==> config.mk <==
export PLATFORM = sky130hd
export DESIGN_NAME = dpc_arbiter
export DESIGN_NICKNAME = d
export VERILOG_FILES = /design/src/rtl/dpca_pkg.sv /design/src/rtl/dpca_track.sv /design/src/rtl/dpca_decide.sv /design/src/rtl/dpca_grant.sv /design/src/rtl/dpc_arbiter.sv
export SDC_FILE = /design/constraint.sdc
export NUM_CORES = 1
export LEC_CHECK = 0
export BUFFER_PORTS_ARGS = -buffer_cell sky130_fd_sc_hd__buf_2
export CORE_ASPECT_RATIO = 0.6
export CORE_MARGIN = 10
export CORE_UTILIZATION = 45
export DETAILED_ROUTE_END_ITERATION = 16
export GPL_TIMING_DRIVEN = 0
export PLACE_DENSITY = 0.75
export SLEW_MARGIN = 20
export SYNTH_ARGS = -nofsm -noshare
export SYNTH_HDL_FRONTEND = slang
export SYNTH_SLANG_ARGS = --single-unit
export TNS_END_PERCENT = 5
==> constraint.sdc <==
create_clock -name clk -period 5.05 [get_ports clk]
set_input_delay 1.01 -clock clk [delete_from_list [all_inputs] [get_ports clk]]
set_output_delay 1.01 -clock clk [all_outputs]
set_load 0.05 [all_outputs]
==> src/rtl/dpca_pkg.sv <==
package dpca_pkg;
  typedef enum logic [1:0] {
    OWN_NONE  = 2'd0,
    OWN_LEFT  = 2'd1,
    OWN_RIGHT = 2'd2
  } owner_e;

  localparam int NSIDE  = 2;
  localparam int SIDE_L = 0;
  localparam int SIDE_R = 1;
endpackage

==> src/rtl/dpca_track.sv <==
module dpca_track #(
  parameter int AW = 12
) (
  input  logic          clk,
  input  logic          rst,
  input  logic          en,
  input  logic          vld,
  input  logic [AW-1:0] addr,
  output logic          act,
  output logic          stay
);
  logic          act_q;
  logic [AW-1:0] addr_q;

  assign act  = en & vld;
  // Port was already parked on this same word last cycle.
  assign stay = act & act_q & (addr == addr_q);

  always_ff @(posedge clk) begin
    if (rst) begin
      act_q  <= 1'b0;
      addr_q <= '0;
    end else begin
      act_q  <= act;
      addr_q <= addr;
    end
  end
endmodule

==> src/rtl/dpca_decide.sv <==
module dpca_decide
  import dpca_pkg::*;
#(
  parameter int AW = 12
) (
  input  logic              clk,
  input  logic              rst,
  input  logic [NSIDE-1:0]  act,
  input  logic [NSIDE-1:0]  stay,
  input  logic [AW-1:0]     addr_l,
  input  logic [AW-1:0]     addr_r,
  output owner_e            owner_nxt,
  output owner_e            owner_q
);
  logic match;

  assign match = act[SIDE_L] & act[SIDE_R] & (addr_l == addr_r);

  always_comb begin
    owner_nxt = OWN_NONE;
    if (match) begin
      if (owner_q != OWN_NONE)
        owner_nxt = owner_q;
      else if (stay[SIDE_R] && !stay[SIDE_L])
        owner_nxt = OWN_RIGHT;
      else
        owner_nxt = OWN_LEFT;  // left first, or same-cycle tie
    end
  end

  always_ff @(posedge clk) begin
    if (rst) owner_q <= OWN_NONE;
    else     owner_q <= owner_nxt;
  end

  AST_OWNER_HOLD: assert property (@(posedge clk) disable iff (rst)
    (owner_q != OWN_NONE && match) |=> (owner_q == $past(owner_q)));
endmodule

==> src/rtl/dpca_grant.sv <==
module dpca_grant
  import dpca_pkg::*;
#(
  parameter owner_e BEATER = OWN_RIGHT
) (
  input  logic   clk,
  input  logic   rst,
  input  logic   is_master,
  input  logic   act,
  input  logic   wr,
  input  owner_e owner_nxt,
  input  logic   busy_in,
  output logic   busy_out,
  output logic   wgrant
);
  logic lost;
  logic blocked;

  assign lost    = (owner_nxt == BEATER);
  assign blocked = is_master ? lost : busy_in;

  always_ff @(posedge clk) begin
    if (rst) begin
      busy_out <= 1'b0;
      wgrant   <= 1'b0;
    end else begin
      busy_out <= is_master & lost;
      wgrant   <= act & wr & ~blocked;
    end
  end

  AST_SLAVE_QUIET: assert property (@(posedge clk) disable iff (rst)
    !is_master |=> !busy_out);
  AST_SLAVE_BLOCK: assert property (@(posedge clk) disable iff (rst)
    (!is_master && busy_in) |=> !wgrant);
  AST_LOSER_NO_GRANT: assert property (@(posedge clk) disable iff (rst)
    busy_out |-> !wgrant);
endmodule

==> src/rtl/dpc_arbiter.sv <==
module dpc_arbiter
  import dpca_pkg::*;
#(
  parameter int AW = 12
) (
  input  logic          clk,
  input  logic          rst,
  input  logic          is_master,
  input  logic          l_en,
  input  logic          l_vld,
  input  logic          l_wr,
  input  logic [AW-1:0] l_addr,
  input  logic          r_en,
  input  logic          r_vld,
  input  logic          r_wr,
  input  logic [AW-1:0] r_addr,
  input  logic          l_busy_in,
  input  logic          r_busy_in,
  output logic          l_busy_out,
  output logic          r_busy_out,
  output logic          l_wgrant,
  output logic          r_wgrant
);
  logic [NSIDE-1:0]  en_v, vld_v, wr_v, bin_v, bout_v, gnt_v;
  logic [NSIDE-1:0]  act_v, stay_v;
  logic [AW-1:0]     addr_v [NSIDE];
  owner_e            owner_nxt, owner_q;

  assign en_v   = {r_en,  l_en};
  assign vld_v  = {r_vld, l_vld};
  assign wr_v   = {r_wr,  l_wr};
  assign bin_v  = {r_busy_in, l_busy_in};
  assign addr_v[SIDE_L] = l_addr;
  assign addr_v[SIDE_R] = r_addr;

  for (genvar i = 0; i < NSIDE; i++) begin : g_side
    localparam owner_e BEATER = (i == SIDE_L) ? OWN_RIGHT : OWN_LEFT;

    dpca_track #(.AW(AW)) u_track (
      .clk  (clk),
      .rst  (rst),
      .en   (en_v[i]),
      .vld  (vld_v[i]),
      .addr (addr_v[i]),
      .act  (act_v[i]),
      .stay (stay_v[i])
    );

    dpca_grant #(.BEATER(BEATER)) u_grant (
      .clk       (clk),
      .rst       (rst),
      .is_master (is_master),
      .act       (act_v[i]),
      .wr        (wr_v[i]),
      .owner_nxt (owner_nxt),
      .busy_in   (bin_v[i]),
      .busy_out  (bout_v[i]),
      .wgrant    (gnt_v[i])
    );
  end

  dpca_decide #(.AW(AW)) u_decide (
    .clk       (clk),
    .rst       (rst),
    .act       (act_v),
    .stay      (stay_v),
    .addr_l    (l_addr),
    .addr_r    (r_addr),
    .owner_nxt (owner_nxt),
    .owner_q   (owner_q)
  );

  assign l_busy_out = bout_v[SIDE_L];
  assign r_busy_out = bout_v[SIDE_R];
  assign l_wgrant   = gnt_v[SIDE_L];
  assign r_wgrant   = gnt_v[SIDE_R];

  AST_BUSY_EXCL: assert property (@(posedge clk) disable iff (rst)
    !(l_busy_out && r_busy_out));
  AST_BUSY_NEEDS_MATCH: assert property (@(posedge clk) disable iff (rst)
    (l_busy_out || r_busy_out) |->
      $past(l_en && l_vld && r_en && r_vld && (l_addr == r_addr)));
  AST_WINNER_KEEPS: assert property (@(posedge clk) disable iff (rst)
    (is_master && r_busy_out && l_en && l_vld && l_wr && r_en && r_vld &&
     (l_addr == r_addr)) |=> l_wgrant);
  AST_RESET_CLEAR: assert property (@(posedge clk)
    rst |=> (!l_busy_out && !r_busy_out && !l_wgrant && !r_wgrant));
endmodule

==> run_results.csv <==
group,metric,value,unit
outcome,status,"finished, final reports clean",
synthesis,syn_nets,166,
cells_and_area,mostFrequentLayoutCells,"buf_2 (37), dfxtp_1 (32), nor2b_1 (24), xor2_1 (21), xnor2_1 (15)",
worst_setup_path,crit_chain,"buf_2 > xor2_1 > nor4_1 > nand4_1 > or4_4 > nor4_1 > a211oi_1",
global_routing,grt_pass1_vias,1169,
clock_tree,clock-sinks,32,
sta,whs,560,ps
clock_tree,insertion_delay,290,ps
worst_setup_path,crit_type,"in -> reg",
sta,rsz0062_at_grt,"no",
worst_setup_path,crit_family,"simple AND/OR/NAND/NOR gates",
clock_tree,post_cts_buffers,0,
synthesis,netlist-cell-type-count,21,
clock_tree,root_buffer,"clkbuf_8",
cells_and_area,n_fill_cell,262,
global_routing,top_usage_layer,"met2",
power,total_power,0.575,mW
worst_setup_path,rr_worst_depth,6,
power,power_density,343,mW/mm^2
global_routing,grt_pass1_wl,5110,um
sta,drv_slew,0,
global_routing,grt-ovfl-total,0,
sta,min_period,2510,ps
route,drtIter0Drc,61,
global_routing,grt_use_total,0.119,
floorplanning,io_pins,39,
clock_tree,cts_tree,"built",
worst_setup_path,slowest_delay,590,ps
worst_setup_path,worstSetupEndpointType,"flip-flop",
clock_tree,cts.clk_slew.worst_paths,70,ps
sta,max_slew.worst_pin.slew,476,ps
sta,final.period_utilization,0.498,
synthesis,ys_seq_area_frac,0.483,
floorplanning,start_util,0.465,
worst_setup_path,cp-start-kind,"input port",
route,num_vias,1022,
route,postRouteAntennaNets,0,
hold_path,worstHoldPathType,"reg -> reg",
floorplanning,die_y,62.1,um
sta,clock.fmax,0.398,GHz
placement,dp_hpwl,2620,um
sta,hold_viol,0,
sta,finClkSkew,8.72,ps
floorplanning,die_x,90.1,um
cells_and_area,final_util,0.587,
clock_tree,clockBufferDepth,2,
floorplanning,dieArea,0.00559,sq mm
worst_setup_path,cp.arrival,2670,ps
worst_setup_path,required,5210,ps
global_routing,grtUsageMet1,0.133,
sta,finalSetupTns,0,ps
global_routing,antenna_found_initial,0,
worst_setup_path,worst-path-buf-inv,1,
sta,finalSetupViolCount,0,
route,firstDrtPassIters,4,
synthesis,synth_area,0.00133,sq mm
synthesis,synth_ff_type,"dfxtp_1",
sta,slew-limit-headroom,0.678,
hold_path,hold_depth,2,
power,p_leak,0.728,nW
route,routedWlPerCell,14.7,um
run,max-cap-violations,0,
power,peakVddDrop,175,uV
synthesis,ys_warn_count,0,
route,drc,0,
route,via_per_inst,4.69,
floorplanning,fp-row-count,15,
synthesis,synthArstFlopShare,0,
floorplanning,core-area,0.00285,sq mm
cells_and_area,layout.nets,210,
worst_setup_path,cp_max_fo,4,
synthesis,synth-seq-cells,32,
global_routing,grt_start_max_net_pins,12,
global_routing,grtUsageMet3,0.0420,
worst_setup_path,path_common_cell,"nor4_1",
synthesis,avgSynthCellArea,10.1,sq um
cells_and_area,area_growth_syn_to_layout,26.3,%
clock_tree,ctsHtreeMaxLevel,2,
placement,place.gp.congestion,0.820,
clock_tree,cts-resized-gates,0,
clock_tree,numCtsBuffers,5,
cells_and_area,mostFrequentLayoutCell,"buf_2",
synthesis,synth-edff-count,0,
cells_and_area,drive_gt1_frac,0.267,
worst_setup_path,slowest_stage,"or4_4",
route,routed_wl,3210,um
cells_and_area,antenna_cells,0,
synthesis,syn-instance-count,131,
placement,numPortBuffers,37,
worst_setup_path,path_depth,7,
clock_tree,cts_hold_buf,0,
global_routing,gr-usage-met2,0.201,
## through the flow
step / setup WS, ps / area, sq um / std cells
floorplan: 2620 / 1330 / 131
global placement: 2240 / 1560 / 210
detailed placement: 2220 / 1560 / 210
CTS: 2520 / 1680 / 218
global route: 2420 / 1680 / 218
finish: 2540 / 1680 / 218
## state kept, by name (all words and copies together), names as in the netlist
name and flops:
g_side.u_track.addr_q 24, g_side.u_grant.busy_out 2, g_side.u_grant.wgrant 2, g_side.u_track.act_q 2, u_decide.owner_q 2
## synthesized netlist by cell type (2+ instances only)
cell type  instances  area (sq um)
and3_1             2          12.5
nand2_1            4          15.0
nand4_1            6          37.5
a211oi_1           2          15.0
dfxtp_1           32           641
inv_1              2          7.51
clkbuf_1           3          11.3
nor2_1             6          22.5
xor2_1            21           184
nor4_1             5          31.3
xnor2_1           15           131
nor2b_1           24           150
## logic make-up after synthesis
group	after synthesis	synth area share
buffers and inverters	5	0.0142
AO/OA/AOI/OAI	6	0.0330
XOR/XNOR	36	0.238
AND/OR/NAND/NOR	52	0.232
flip-flops	32	0.483
## final cells by class
class,instances,area (sq um),area share
buffer,3,11.3,0.00672
sequential,32,641,0.382
clock inverter,3,42.5,0.0254
clock buffer,5,68.8,0.0411
tap,42,52.6,0.0314
timing repair buffer,37,185,0.111
multi-input combinational,94,667,0.398
inverter,2,7.51,0.00448
## report_power, final
group	switching (mW)	internal, mW	leakage [nW]
clock network	0.0973	0.146	0.0541
registers	0.00455	0.264	0.265
logic	0.0323	0.0315	0.409
total	0.134	0.441	0.728
## path summary, 6_finish.rpt
path | to | slack (ps) | startpoint
worst min-delay path | u_decide.owner_q[1] | 560 | u_decide.owner_q[1]
worst max register to register | g_side[1].u_grant.wgrant | 3300 | g_side[1].u_track.addr_q[2]
worst max-delay path | g_side[1].u_grant.wgrant | 2540 | r_addr[6]
worst min register to register | u_decide.owner_q[1] | 560 | u_decide.owner_q[1]
## metal layers
metal	vias up	part of all wire	wire, um
met4	0	0.025	79
met3	9	0.042	136
met5	-	0	0
met2	32	0.46	1490
li1	517	-	-
met1	464	0.47	1500
## worst register-to-register path: stages, from the launching register on
cell and delay (ps):
dfxtp_1 310, xor2_1 140, nor4_1 380, nand4_1 180
a211oi_1 370, nor4_1 110, a211oi_1 180
Note: power is estimated with default switching activity, not from simulation.
